File: src/rtl/rp_irq_pkg.sv
package rp_irq_pkg;

    localparam int INTX_LINES = 4;
    localparam int SRC_CNT    = INTX_LINES + 1;
    localparam int CPL_BIT    = INTX_LINES;

    typedef enum logic {
        FLAG_CLEAR   = 1'b0,
        FLAG_PENDING = 1'b1
    } flag_state_t;

    typedef enum logic {
        RD_IDLE  = 1'b0,
        RD_VALID = 1'b1
    } rd_state_t;

endpackage

File: src/rtl/rp_irq_flag_bank.sv
module rp_irq_flag_bank
    import rp_irq_pkg::*;
#(
    parameter int NSRC = SRC_CNT
) (
    input  logic            clk,
    input  logic            rst_n,
    input  logic [NSRC-1:0] evt_i,
    input  logic            clr_stb_i,
    input  logic [NSRC-1:0] clr_mask_i,
    output logic [NSRC-1:0] flags_o
);

    for (genvar gi = 0; gi < NSRC; gi++) begin : g_flag
        flag_state_t state_q, state_d;
        logic        ack;

        assign ack = clr_stb_i && clr_mask_i[gi];

        always_ff @(posedge clk) begin
            if (!rst_n) state_q <= FLAG_CLEAR;
            else        state_q <= state_d;
        end

        always_comb begin
            state_d = state_q;
            unique case (state_q)
                FLAG_CLEAR:   if (evt_i[gi])         state_d = FLAG_PENDING;
                FLAG_PENDING: if (ack && !evt_i[gi]) state_d = FLAG_CLEAR;
            endcase
        end

        assign flags_o[gi] = (state_q == FLAG_PENDING);

        assert_evt_sets_R2: assert property (@(posedge clk) disable iff (!rst_n)
            evt_i[gi] |=> flags_o[gi]);
        assert_sticky_R3: assert property (@(posedge clk) disable iff (!rst_n)
            (flags_o[gi] && !ack) |=> flags_o[gi]);
        assert_w1c_clears_R3: assert property (@(posedge clk) disable iff (!rst_n)
            (ack && !evt_i[gi]) |=> !flags_o[gi]);
        assert_event_wins_R4: assert property (@(posedge clk) disable iff (!rst_n)
            (ack && evt_i[gi]) |=> flags_o[gi]);
    end

endmodule

File: src/rtl/rp_irq_mask_reg.sv
module rp_irq_mask_reg
    import rp_irq_pkg::*;
#(
    parameter int NSRC = SRC_CNT
) (
    input  logic            clk,
    input  logic            rst_n,
    input  logic            wr_stb_i,
    input  logic [NSRC-1:0] wdata_i,
    output logic [NSRC-1:0] mask_o
);

    logic [NSRC-1:0] mask_q;

    always_ff @(posedge clk) begin
        if (!rst_n)        mask_q <= '0;
        else if (wr_stb_i) mask_q <= wdata_i;
    end

    assign mask_o = mask_q;

    assert_mask_load_R5: assert property (@(posedge clk) disable iff (!rst_n)
        wr_stb_i |=> (mask_o == $past(wdata_i)));
    assert_mask_hold_R5: assert property (@(posedge clk) disable iff (!rst_n)
        !wr_stb_i |=> $stable(mask_o));

endmodule

File: src/rtl/rp_irq_rd_port.sv
module rp_irq_rd_port
    import rp_irq_pkg::*;
#(
    parameter int                DATA_W   = 32,
    parameter int                ADDR_W   = 16,
    parameter int                NSRC     = SRC_CNT,
    parameter logic [ADDR_W-1:0] FLAG_OFS = 16'h3060,
    parameter logic [ADDR_W-1:0] MASK_OFS = 16'h3070
) (
    input  logic              clk,
    input  logic              rst_n,
    input  logic              rd_i,
    input  logic [ADDR_W-1:0] addr_i,
    input  logic [NSRC-1:0]   flags_i,
    input  logic [NSRC-1:0]   mask_i,
    output logic [DATA_W-1:0] rdata_o,
    output logic              rvalid_o
);

    localparam int PAD_W = DATA_W - NSRC;

    rd_state_t         state_q, state_d;
    logic [DATA_W-1:0] rdata_q, sel_word;

    always_comb begin
        if (addr_i == FLAG_OFS)      sel_word = {{PAD_W{1'b0}}, flags_i};
        else if (addr_i == MASK_OFS) sel_word = {{PAD_W{1'b0}}, mask_i};
        else                         sel_word = '0;
    end

    always_comb begin
        state_d = state_q;
        unique case (state_q)
            RD_IDLE:  if (rd_i)  state_d = RD_VALID;
            RD_VALID: if (!rd_i) state_d = RD_IDLE;
        endcase
    end

    always_ff @(posedge clk) begin
        if (!rst_n) state_q <= RD_IDLE;
        else        state_q <= state_d;
    end

    always_ff @(posedge clk) begin
        if (!rst_n)    rdata_q <= '0;
        else if (rd_i) rdata_q <= sel_word;
    end

    assign rvalid_o = (state_q == RD_VALID);
    assign rdata_o  = rdata_q;

    assert_rd_valid_R9: assert property (@(posedge clk) disable iff (!rst_n)
        rd_i |=> rvalid_o);
    assert_rd_idle_R9: assert property (@(posedge clk) disable iff (!rst_n)
        !rd_i |=> !rvalid_o);
    assert_reserved_zero_R7: assert property (@(posedge clk) disable iff (!rst_n)
        rvalid_o |-> (rdata_o[DATA_W-1:NSRC] == '0));
    assert_unmapped_zero_R8: assert property (@(posedge clk) disable iff (!rst_n)
        (rd_i && addr_i != FLAG_OFS && addr_i != MASK_OFS) |=> (rdata_o == '0));

endmodule

File: src/rtl/rp_irq_level.sv
module rp_irq_level
    import rp_irq_pkg::*;
#(
    parameter int NSRC = SRC_CNT
) (
    input  logic            clk,
    input  logic            rst_n,
    input  logic [NSRC-1:0] flags_i,
    input  logic [NSRC-1:0] mask_i,
    output logic            irq_o
);

    logic irq_q;

    always_ff @(posedge clk) begin
        if (!rst_n) irq_q <= 1'b0;
        else        irq_q <= |(flags_i & mask_i);
    end

    assign irq_o = irq_q;

endmodule

File: src/rtl/rp_irq_aggregator.sv
module rp_irq_aggregator
    import rp_irq_pkg::*;
#(
    parameter int                DATA_W   = 32,
    parameter int                ADDR_W   = 16,
    parameter int                NINTX    = INTX_LINES,
    parameter logic [ADDR_W-1:0] FLAG_OFS = 16'h3060,
    parameter logic [ADDR_W-1:0] MASK_OFS = 16'h3070
) (
    input  logic              clk,
    input  logic              rst_n,
    input  logic [ADDR_W-1:0] reg_addr,
    input  logic              reg_wr,
    input  logic [DATA_W-1:0] reg_wdata,
    input  logic              reg_rd,
    output logic [DATA_W-1:0] reg_rdata,
    output logic              reg_rvalid,
    input  logic [NINTX-1:0]  intx_evt,
    input  logic              cpl_evt,
    input  logic              msi_fwd_i,
    output logic              msi_fwd_o,
    output logic              irq_o
);

    localparam int NSRC = NINTX + 1;

    logic [NSRC-1:0] events, flags, mask;
    logic            flag_wr, mask_wr;
    logic            unused_wdata_hi;

    assign events  = {cpl_evt, intx_evt};
    assign flag_wr = reg_wr && (reg_addr == FLAG_OFS);
    assign mask_wr = reg_wr && (reg_addr == MASK_OFS);
    assign unused_wdata_hi = ^reg_wdata[DATA_W-1:NSRC];

    rp_irq_flag_bank #(.NSRC(NSRC)) u_flags (
        .clk       (clk),
        .rst_n     (rst_n),
        .evt_i     (events),
        .clr_stb_i (flag_wr),
        .clr_mask_i(reg_wdata[NSRC-1:0]),
        .flags_o   (flags)
    );

    rp_irq_mask_reg #(.NSRC(NSRC)) u_mask (
        .clk     (clk),
        .rst_n   (rst_n),
        .wr_stb_i(mask_wr),
        .wdata_i (reg_wdata[NSRC-1:0]),
        .mask_o  (mask)
    );

    rp_irq_rd_port #(
        .DATA_W  (DATA_W),
        .ADDR_W  (ADDR_W),
        .NSRC    (NSRC),
        .FLAG_OFS(FLAG_OFS),
        .MASK_OFS(MASK_OFS)
    ) u_rd (
        .clk     (clk),
        .rst_n   (rst_n),
        .rd_i    (reg_rd),
        .addr_i  (reg_addr),
        .flags_i (flags),
        .mask_i  (mask),
        .rdata_o (reg_rdata),
        .rvalid_o(reg_rvalid)
    );

    rp_irq_level #(.NSRC(NSRC)) u_level (
        .clk    (clk),
        .rst_n  (rst_n),
        .flags_i(flags),
        .mask_i (mask),
        .irq_o  (irq_o)
    );

    assign msi_fwd_o = msi_fwd_i;

    assert_irq_rise_R6: assert property (@(posedge clk) disable iff (!rst_n)
        (|(flags & mask)) |=> irq_o);
    assert_irq_fall_R6: assert property (@(posedge clk) disable iff (!rst_n)
        !(|(flags & mask)) |=> !irq_o);
    assert_msi_no_irq_R10: assert property (@(posedge clk) disable iff (!rst_n)
        (msi_fwd_i && !(|(flags & mask))) |=> !irq_o);
    assert_unmapped_wr_R8: assert property (@(posedge clk) disable iff (!rst_n)
        (reg_wr && !flag_wr && !mask_wr) |=> $stable(mask));

endmodule

File: config.mk
export PLATFORM = sky130hd
export DESIGN_NAME = rp_irq_aggregator
export DESIGN_NICKNAME = d
export VERILOG_FILES = /design/src/rtl/rp_irq_pkg.sv /design/src/rtl/rp_irq_flag_bank.sv /design/src/rtl/rp_irq_mask_reg.sv /design/src/rtl/rp_irq_rd_port.sv /design/src/rtl/rp_irq_level.sv /design/src/rtl/rp_irq_aggregator.sv
export SDC_FILE = /design/constraint.sdc
export NUM_CORES = 1
export LEC_CHECK = 0
export ABC_AREA = 1
export BUFFER_PORTS_ARGS = -buffer_cell sky130_fd_sc_hd__buf_2
export CAP_MARGIN = 20
export CORE_ASPECT_RATIO = 0.75
export CORE_UTILIZATION = 35
export DETAILED_ROUTE_END_ITERATION = 7
export PLACE_DENSITY = 0.76
export SYNTH_ARGS = -nofsm -noshare
export SYNTH_HDL_FRONTEND = slang
export SYNTH_SLANG_ARGS = --single-unit
File: constraint.sdc
create_clock -name clk -period 1.4 [get_ports clk]
set_clock_uncertainty 0.2 [all_clocks]
set_input_delay 0 -clock clk [delete_from_list [all_inputs] [get_ports clk]]
set_output_delay 0 -clock clk [all_outputs]
set_load 0.005 [all_outputs]
---- Word level (Yosys, flattened, before mapping) ----
Cells that the tools add are included.
cells by class
  divide/modulo/power cells ............... 0
  shift operators ......................... 0
  eq/ne operators ......................... 2
  multiplexer cells ....................... 18
  $mul .................................... 0
  magnitude comparators ................... 0
  bitwise gates (word level) .............. 6
  reductions and logical operators ........ 18
  $add $sub $neg .......................... 0
operators by type and width
  cell                    count
  $eq A16 B14 Y1 const B  2
  $logic_and A1 B1 Y1     12
  $mux W1                 11
  $mux W5                 2
  $pmux W1 S2             5
  $and A5 B5 Y5           1
  $logic_not A1 Y1        5
  $not A1 Y1              5
  $reduce_or A5 Y1        1
storage, ports and cells
  register bits ........................... 44
  memory bits (writable) .................. 0
  word-level logic and storage cells ...... 53
  output and inout bits ................... 35
  bits in read-only memories .............. 0
  memories kept ........................... 0
  input bits .............................. 58
  bits in latches ......................... 0

---- Longest topological paths before layout ----
Gate-level depths: netlist (run 1).
  word-level depth ........................ 6
  gate-level depth with buffers ........... 9
  depth with buffers taken out ............ 8

---- Modules after synthesis ----
A second synthesis (run 1) with hierarchy kept.
second synthesis, totals
  cell total of the unflattened synthesis .. 189
  area, all modules ....................... 1209.9 sq um
by module, submodules not included
  module             seq. area each (sq um)  area an instance (sq um)  times used  cells an instance
  rp_irq_rd_port     120.1                   615.6                     1           93
  rp_irq_flag_bank   100.1                   226.5                     1           31
  rp_irq_mask_reg    100.1                   205.2                     1           31
  rp_irq_aggregator  0.0                     101.3                     1           23
  rp_irq_level       20.0                    61.3                      1           11

---- Least setup slack after synthesis (run 1) ----
Ideal clock, no wire load.
  path type ............................... register -> register
  from .................................... reg u_flags.g_flag[0].state_q
  to ...................................... reg u_level.irq_q, in the netlist u_level.irq_o
  data arrival time ....................... 0.673 ns
  cell stages (with the launch flop) ...... 4
  period minus slack after synthesis ...... 1.006 ns
  path buffers ............................ 0
  setup time .............................. 0.132 ns
  path slack .............................. 0.394 ns
  cells stage by stage .................... dfxtp_1 a22o_1 a21oi_1 a21oi_1
between the ends
  word-level cells in the longest chain between the ends .. 2
RTL lines
  item                    line                    RTL
  from (decl)             rp_irq_flag_bank.sv:15  flag_state_t state_q, state_d;
  from (signal assigned)  rp_irq_flag_bank.sv:22  else state_q <= state_d;
  $and A5 B5 Y5           rp_irq_level.sv:17      else irq_q <= |(flags_i & mask_i);
  $reduce_or A5 Y1        rp_irq_level.sv:17
  to (signal assigned)    rp_irq_level.sv:17
  to (decl)               rp_irq_level.sv:13      logic irq_q;
Every way passes these cells.
A chain may end at the register's enable or synchronous reset.

==> reports/results.ini, run 1 <==
[cts]
clk_root_buffer_cell=clkbuf_8
tritoncts_num_sinks=17
worst_skew_pair.late_latency_ps=250
h-tree-depth=1
cts_made_buffers=3
clock_tree.buffer_depth=2
clkTransAtPathRegs_ps=60
cts_tree=done
cts_resized=0

[synthesis]
synth_area_per_cell_sq_um=7.234
post_synth_num_cell_types=18
synthesis.yosys.warnings=0
synthesis.instances=151
synth_sequential_area_ratio_pct=31.16
ys_ff_latch=17
synthesis.area_sq_mm=0.001092

[worst_setup_path]
worst-setup-path-type=in -> reg
timing.critical_path.cells=dlygate4sd3_1 -> buf_2 -> inv_1 -> nor2_1 -> nand2_1 -> inv_1
reg2reg_setup_slack_ps=330
setup.worst_path.start_class=primary input
worst-endpoint-required_ps=1350
cpPeakStageDelay_ps=530
worst-path-max-fanout=12
critPathArrivalTime_ps=1190
critPathMostFrequentCell=inv_1
critical-path-slowest-cell=dlygate4sd3_1
timing.critical_path.to_type=flip-flop

[placement]
place.detailed.hpwl_microns=1520
gp_congestion=0.7405
io_buffer_count=36
dp_slack_ps=229.7
placedCellCount=220

[global_routing]
grt.overflow.total=0
wire_length_of_the_first_global_routing_pass_microns=3360
global_route.usage.total_pct=13.45
vias_in_the_first_global_route=771
pin_count_of_the_biggest_net_entering_global_routing=13
number_of_antenna_violations_at_the_first_check_in_global_routing=0

[hold_path]
min-delay-path-class=in -> reg

[timing]
final-hold-violation-count=0
grt_setup_unrepaired=no
fmax_mhz=809.7
setup_violations=0
layout_worst_path_cycle_share_pct=88.21
timing.final.ws_setup_ps=165.0
timing.setup.tns_ps=0
maxSlewViolCount=0
period_needed_ps=1235

[routing]
average_vias_per_placed_instance=4.126
routed_wirelength_microns=2098
route.antenna.remaining_nets=0
post-route-drc-count=0
route.vias.total=982
detail_route.wl_per_cell_microns=8.815
detailedRoute.firstPassIterationCount=4
drt_first_iter_violations=47

[final_layout]
sequential_cell_area_sq_um=340.3
post_route_cells_drive_above_1_share_pct=25.50
areaGrowthSynthToFinish_pct=24.63
filler_cell_count=303
final_net_count=259
final_cell_mix=buf_2 (36), nand2_1 (28), conb_1 (27)
num_antenna_cells=0
area_used_by_multi_input_combinational_logic_sq_um=518.0
mostFrequentLayoutCell=buf_2
final-instance-count-excl-fill=238

[job]
cap_violations=0

[floorplanning]
core_area_sq_mm=0.002957
boundaryPins=93
die_area_sq_mm=0.003351
die_height_microns=50.38
initial_utilization_pct=36.94
fp-row-count=17
die_width_microns=66.51

[power_and_ir_drop]
vdd.ir_drop.worst_uv=569.9
total_leakage_power_nw=0.6924
power-per-cell-area_mw_per_mm2=761.3

[outcome]
run_status=complete, no violations

path summary, 6_finish.rpt:
path                      end  cells past startpoint                       from
max           u_rd.rdata_o[4]                      6                      rst_n
min          u_mask.mask_o[4]                      7                reg_addr[7]
min reg2reg  u_mask.mask_o[4]                      2           u_mask.mask_o[4]
max reg2reg     u_level.irq_o                      3  u_flags.g_flag[0].state_q
final cells by class:
cell class / instances / share of cell area, %
multi-input combinational: 109 / 38.05
sequential: 17 / 25.00
clock buffer: 4 / 3.309
tap: 38 / 3.493
timing repair buffer: 54 / 25.74
inverter: 16 / 4.412
registers in the layout, summed over array words and instances, names as in the netlist:
name                    flops
u_flags.g_flag.state_q      5
u_mask.mask_o               5
u_rd.rdata_o                5
u_level.irq_o               1
u_rd.rvalid_o               1
kinds of logic (layout without fill, tap and decap cells):
group / after synthesis / in the layout / synth area share (%)
compound gates: 16 / 16 / 8.018
other cells: 1 / 27 / 0.3433
flops: 17 / 17 / 31.16
simple gates: 66 / 66 / 30.13
buf+inv: 51 / 74 / 30.35
per-layer routing:
metal	global-route usage (%)	part of all wire, %	vias up
met5	0	0	-
met4	3.191	0.19	0
met3	5.682	7.3	2
met2	20.41	45	42
met1	17.57	47	410
li1	-	-	528
worst max-delay path: cells and delay by family:
kind                   cells  cell delay (ps)
buffers and inverters      4             1010
AND/OR/NAND/NOR            2              160
cells in the mapped netlist:
master    number  area, sq um
a21oi_1       13        65.06
a22o_1         2        17.52
buf_4         28        210.2
buf_6          4        45.04
clkbuf_1       1        3.750
clkbuf_2       1        5.000
clkbuf_4       1        7.510
conb_1         1        3.750
dfxtp_1       17        340.3
inv_1         16        60.06
nand2_1       28        105.1
nand3_1       11        55.05
nand3_2        4        40.04
nand4_1       11        68.82
nor2_1         8        30.03
nor2_2         3        18.77
nor2_4         1        11.26
o21ai_0        1        5.000
metrics by stage:
step                util [%]  area [sq um]  hold WS [ps]  power, mW
floorplan                  -          1190        -119.2     0.6501
global placement       39.78          1176        -199.9     0.6501
global route           46.04          1361         157.5      1.100
finish                 46.04          1361         122.6      1.036
detailed placement     39.78          1176        -199.9     0.6517
CTS                    46.04          1361         111.5      1.049
power breakdown:
| part | switching [mW] | internal, mW | total [mW] |
|---|---|---|---|
| clock | 0.163 | 0.202 | 0.365 |
| combinational | 0.0762 | 0.0788 | 0.155 |
| sequential | 0.0137 | 0.503 | 0.517 |
timing repair:
action | in CTS | in global routing
hold buffers | 14 | 0
buffers inserted | 0 | 0
endpoints found under the hold margin | 17 | 0
Power figures use the tool's default switching activity.
==> run 2, diff against run 1 <==
- CTS_CLUSTER_SIZE: not set -> 28
- MAX_ROUTING_LAYER: not set -> met4
- clock period: 1.4 -> 1.5 ns (I/O delays scaled with it)
==> reports/results.ini, run 2 (synthesis gave the netlist of run 1 again) <==
[outcome]
run_status=complete, no violations  ; unchanged

[power_and_ir_drop]
power_frac_comb_pct=15.4  ; was 15.0%
vdd.ir_drop.worst_uv=798.0  ; was 569.9 uV
total_leakage_power_nw=0.7244  ; was 0.6924 nW
power.share.clock_pct=35.0  ; was 35.2%
switchingPower_mw=0.2395  ; was 0.2525 mW
totalPowerFinal_mw=0.9722  ; was 1.036 mW
p_seq_share_pct=49.7  ; was 49.9%
power-per-cell-area_mw_per_mm2=665.8  ; was 761.3 mW/mm^2
internal_power_mw=0.7327  ; was 0.7838 mW
switching_share_pct=24.63  ; was 24.37%

[floorplanning]
initial_utilization_pct=36.94  ; unchanged
core_area_sq_mm=0.002957  ; unchanged
die_area_sq_mm=0.003351  ; unchanged
boundaryPins=93  ; unchanged
fp-row-count=17  ; unchanged
die_width_microns=66.51  ; unchanged
die_height_microns=50.38  ; unchanged

[global_routing]
grt.overflow.total=0  ; unchanged
global_route.usage.total_pct=15.23  ; was 13.45%
pin_count_of_the_biggest_net_entering_global_routing=13  ; unchanged
wire_length_of_the_first_global_routing_pass_microns=3829  ; was 3360 microns
number_of_antenna_violations_at_the_first_check_in_global_routing=0  ; unchanged
vias_in_the_first_global_route=925  ; was 771

[routing]
average_vias_per_placed_instance=4.268  ; was 4.126
detailedRoute.firstPassIterationCount=5  ; was 4
detail_route.wl_per_cell_microns=9.573  ; was 8.815 microns
route.antenna.remaining_nets=0  ; unchanged
routed_wirelength_microns=2355  ; was 2098 microns
post-route-drc-count=0  ; unchanged
route.vias.total=1050  ; was 982
drt_first_iter_violations=29  ; was 47

[worst_setup_path]
setup.worst_path.start_class=primary input  ; unchanged
worst-setup-path-type=in -> reg  ; unchanged
worst-endpoint-required_ps=1480  ; was 1350 ps
timing.critical_path.to_type=flip-flop  ; unchanged
worst-path-max-fanout=2  ; was 12
critPathArrivalTime_ps=1410  ; was 1190 ps

[timing]
setup_violations=0  ; unchanged
period_needed_ps=1433
worst_hold_slack_ps=1.757  ; was 122.6 ps
timing.setup.tns_ps=0  ; unchanged
final-hold-violation-count=0  ; unchanged
maxSlewViolCount=0  ; unchanged
grt_setup_unrepaired=no  ; unchanged
layout_worst_path_cycle_share_pct=95.52
fmax_mhz=697.9

[cts]
clk_root_buffer_cell=clkbuf_8  ; unchanged
tritoncts_num_sinks=17  ; unchanged
clkTransAtPathRegs_ps=60  ; about the same
worst_skew_pair.late_latency_ps=250  ; about the same
cts_made_buffers=3  ; unchanged
clock_tree.buffer_depth=2  ; unchanged
h-tree-depth=1  ; unchanged
cts_tree=done  ; unchanged

[final_layout]
final_net_count=267  ; was 259
area_used_by_multi_input_combinational_logic_sq_um=530.5  ; was 518.0 sq um
post_route_cells_drive_above_1_share_pct=27.40  ; was 25.50%
mostFrequentLayoutCell=buf_2  ; unchanged
filler_cell_count=305  ; was 303
areaGrowthSynthToFinish_pct=33.68  ; was 24.63%
final_cell_mix=buf_2 (37), nand2_1 (28), conb_1 (27)  ; was buf_2 (36), nand2_1 (28), conb_1 (27)
sequential_cell_area_sq_um=340.3  ; unchanged
num_antenna_cells=0  ; unchanged
layout.core_utilization_pct=49.39  ; was 46.04%
final-instance-count-excl-fill=246  ; was 238

[placement]
place.detailed.hpwl_microns=1610  ; was 1520 microns
io_buffer_count=36  ; unchanged
placedCellCount=220  ; unchanged
gp_congestion=0.7485  ; was 0.7405

[job]
cap_violations=0  ; unchanged

[hold_path]
min-delay-path-class=in -> reg  ; unchanged

[run 2: path summary, 6_finish.rpt]
path                                  start                         to  slack, ps  depth (start not counted)
setup / recovery               reg_wdata[0]           u_mask.mask_o[0]         70                          5
hold / removal                        rst_n  u_flags.g_flag[4].state_q          2                          3
setup reg to reg  u_flags.g_flag[0].state_q              u_level.irq_o        420                          3
hold reg to reg            u_mask.mask_o[1]           u_mask.mask_o[1]        280                          2
[run 2: per-layer routing]
layer | vias up | global-route usage (%) | routed length, microns
met4 | 0 | 1.418 | 0
met3 | 0 | 4.545 | 132
met1 | 471 | 18.34 | 1099
met5 | - | - | 0
li1 | 545 | - | -
met2 | 34 | 26.02 | 1123
[run 2: layout make-up]
| type | instances | share of cell area (%) |
|---|---|---|
| Clock buffer | 4 | 3.085 |
| Multi-Input combinational cell | 109 | 36.33 |
| Tap cell | 38 | 3.256 |
| Inverter | 16 | 4.113 |
| Sequential cell | 17 | 23.31 |
| Timing Repair Buffer | 62 | 29.91 |
[run 2: what timing repair did]
item / CTS / global route
resized for setup: 0 / 8
setup buffers: 0 / 3
endpoints found under the setup margin: 0 / 10
hold endpoints to repair: 17 / 1
hold buffers: 23 / 1
[run 2: metrics by stage]
| step | worst slack, ps | instance area [sq um] |
|---|---|---|
| floorplan | 494.2 | 1190 |
| finish | 67.19 | 1460 |
| detailed placement | 331.0 | 1176 |
| global placement | 338.3 | 1176 |
| global route | 7.503 | 1460 |
| CTS | 39.25 | 1451 |
[run 2: power by group through the flow]
stage                     logic (mW)  registers [mW]  clock network (mW)
final                          0.150           0.483               0.340
after detailed placement       0.117           0.492                   0
after floorplan                0.116           0.491                   0
after global placement         0.115           0.492                   0
after global routing           0.174           0.485               0.361
after CTS                      0.156           0.482               0.348
[run 2: worst max-delay path: stages]
cell           delay (ps)
dlygate4sd3_1         520
buf_2                 110
nand4_1                90
dlygate4sd3_1         560
a21oi_1               130
==> run 3, diff against run 2 <==
- CTS_CLUSTER_DIAMETER: not set -> 60
- PLACE_DENSITY: 0.76 -> 0.74
- SKIP_CTS_REPAIR_TIMING: not set -> 1
- SYNTH_HIERARCHICAL: not set -> 1
==> reports/results.ini, run 3 <==
[worst_setup_path]
crit_start=rst_n  ; was reg_wdata[0]
worst-endpoint-required_ps=1450  ; was 1480 ps
worst-setup-path-type=in -> reg  ; unchanged
r2r_cells=4  ; was 3
setup.worst_path.start_class=primary input  ; unchanged
rr_startpoint=u_flags/g_flag[2].state_q  ; was u_flags.g_flag[0].state_q
crit-reg2reg-capture=u_level/irq_o  ; was u_level.irq_o
critPathArrivalTime_ps=1370  ; was 1410 ps
timing.critical_path.to_type=flip-flop  ; unchanged
worst-path-max-fanout=13  ; was 2
reg2reg_setup_slack_ps=550  ; was 420 ps

[cts]
cts_tree=done  ; unchanged
cts_made_buffers=3  ; unchanged
clock_tree.buffer_depth=2  ; unchanged
clkTransAtPathRegs_ps=60  ; about the same
h-tree-depth=1  ; unchanged
tritoncts_num_sinks=17  ; unchanged
clk_root_buffer_cell=clkbuf_8  ; unchanged
worst_skew_pair.late_latency_ps=250  ; about the same

[final_layout]
postLayoutCellArea_sq_mm=0.001474  ; was 0.001460 sq mm
area_used_by_multi_input_combinational_logic_sq_um=586.8  ; was 530.5 sq um
filler_cell_count=355  ; was 305
final-instance-count-excl-fill=276  ; was 246
final_net_count=295  ; was 267
num_antenna_cells=0  ; unchanged
final_cell_mix=nand2_1 (44), buf_2 (36), inv_1 (31)  ; was buf_2 (37), nand2_1 (28), conb_1 (27)
sequential_cell_area_sq_um=340.3  ; unchanged
areaGrowthSynthToFinish_pct=21.82  ; was 33.68%
mostFrequentLayoutCell=nand2_1  ; was buf_2
post_route_cells_drive_above_1_share_pct=22.46  ; was 27.40%

[timing]
layout_worst_path_cycle_share_pct=95.11  ; was 95.52%
maxSlewViolCount=0  ; unchanged
timing.setup.tns_ps=0  ; unchanged
timing.final.ws_setup_ps=73.35  ; was 67.19 ps
final-hold-violation-count=0  ; unchanged
period_needed_ps=1427  ; was 1433 ps
grt_setup_unrepaired=no  ; unchanged
setup_violations=0  ; unchanged
worst_hold_slack_ps=9.137  ; was 1.757 ps
fmax_mhz=700.9  ; was 697.9 MHz

[floorplanning]
die_width_microns=69.89  ; was 66.51 microns
boundaryPins=93  ; unchanged
fp-row-count=18  ; was 17
die_area_sq_mm=0.003699  ; was 0.003351 sq mm
initial_utilization_pct=36.80  ; was 36.94%
die_height_microns=52.92  ; was 50.38 microns
core_area_sq_mm=0.003288  ; was 0.002957 sq mm

[synthesis]
synthesis.area_sq_mm=0.001210  ; was 0.001092 sq mm
synth_area_per_cell_sq_um=6.402  ; was 7.234 sq um
synth_sequential_area_ratio_pct=28.13  ; was 31.16%
post_synth_most_frequent_cells=nand2_1 (44), buf_4 (33), inv_1 (31)  ; was buf_4 (28), nand2_1 (28), dfxtp_1 (17)
synthesis.instances=189  ; was 151
synthDominantAreaCellType=dfxtp_1  ; unchanged
synth_enable_flop_cells=0  ; unchanged
synthesis.yosys.warnings=6  ; was 0
synth-async-reset-ratio_pct=0  ; unchanged
post_synth_num_cell_types=18  ; unchanged
post-synth-top-count-cell=nand2_1
synth_top_area_share_pct=28.13  ; was 31.16%
dominantRegCellSynth=dfxtp_1  ; unchanged
ys_ff_latch=17  ; unchanged
synth.top_cells.by_area=dfxtp_1 (28%), buf_4 (20%), nand2_1 (14%)  ; was dfxtp_1 (31%), buf_4 (19%), nand2_1 (9.6%)

[power_and_ir_drop]
vdd.ir_drop.worst_uv=443.1  ; was 798.0 uV
power-per-cell-area_mw_per_mm2=666.3  ; was 665.8 mW/mm^2
total_leakage_power_nw=0.7974  ; was 0.7244 nW

[outcome]
run_status=complete, no violations  ; unchanged

[placement]
dp_slack_ps=326.7  ; was 331.0 ps
gp_congestion=0.7626  ; was 0.7485
io_buffer_count=36  ; unchanged
placedCellCount=258  ; was 220
place.detailed.hpwl_microns=1806  ; was 1610 microns
placed_area_sq_mm=0.001289  ; was 0.001176 sq mm

[global_routing]
wire_length_of_the_first_global_routing_pass_microns=3663  ; was 3829 microns
vias_in_the_first_global_route=878  ; was 925
global_route.usage.total_pct=13.04  ; was 15.23%
number_of_antenna_violations_at_the_first_check_in_global_routing=0  ; unchanged
grt.overflow.total=0  ; unchanged
pin_count_of_the_biggest_net_entering_global_routing=14  ; was 13

[routing]
post-route-drc-count=0  ; unchanged
routed_wirelength_microns=2303  ; was 2355 microns
route.vias.total=1080  ; was 1050
detail_route.wl_per_cell_microns=8.344  ; was 9.573 microns
drt_first_iter_violations=53  ; was 29
route.antenna.remaining_nets=0  ; unchanged
detailedRoute.firstPassIterationCount=4  ; was 5
average_vias_per_placed_instance=3.913  ; was 4.268

[hold_path]
min_delay_worst_endpoint=u_rd/rdata_o[0]  ; was u_flags.g_flag[4].state_q
min-delay-path-class=in -> reg  ; unchanged
number_of_cells_on_the_worst_hold_path=5  ; was 3
worstHoldStart=reg_addr[5]  ; was rst_n

[job]
cap_violations=0  ; unchanged

[run 3: changes by cell type after synthesis, moves of 5 or more]
cell / change
nand4_1: -6
a21oi_1: -9
nor2_1: +15
inv_1: +15
a21oi_2: +6
buf_4: +5
nand2_1: +16
[run 3: stage by stage]
step	total power, mW	util (%)
after floorplan	0.6306	-
after global placement	0.6296	39.19
after detailed placement	0.6333	39.19
after CTS	0.9625	40.56
after global routing	1.053	44.82
final	0.9821	44.82
[run 3: worst max-delay path by stage]
stage                                endpoint  slack, ps  depth (start not counted)
global route                    u_rd/rvalid_o         10                          5
finish                          u_rd/rvalid_o         70                          5
CTS                             u_level/irq_o        560                          4
floorplan           u_flags/g_flag[3].state_q        450                          8
global placement    u_flags/g_flag[3].state_q        310                         10
detailed placement  u_flags/g_flag[3].state_q        330                         10
[run 3: metal layers]
layer  part of all wire, %  vias up  track usage, %
met5                     0        -               -
met4                   1.0        0           4.000
met3                   5.2        5           4.000
met2                    46       26           20.19
met1                    48      444           16.49
li1                      -      605               -
[run 3: logic make-up (layout without fill, tap and decap cells)]
group | count (synthesis) | count (layout) | synth area share [%]
other | 1 | 27 | 0.3099
AOI/OAI and AO/OA | 15 | 15 | 8.066
and+or+nand+nor | 90 | 90 | 32.06
buffers and inverters | 66 | 87 | 31.44
DFF | 17 | 17 | 28.13
[run 3: where the power goes]
group	internal, mW	total (mW)	leakage [nW]	switching (mW)
sequential	0.469	0.480	0.140	0.0108
clock	0.188	0.330	0.0228	0.142
combinational	0.0827	0.172	0.635	0.0889
total	0.740	0.982	0.797	0.242
[run 3: area by class of cell]
class                   instances  share of cell area, %
flip-flops and latches         17                  23.09
clock buffers                   4                  3.056
multi-input cells             132                  39.81
repair buffers                 52                  22.75
well taps                      40                  3.396
inverters                      31                  7.895
[run 3: worst max-delay path, cell delays in order]
cell	delay, ps
dlygate4sd3_1	530
buf_2	190
nand2_1	80
dlygate4sd3_1	540
inv_1	30
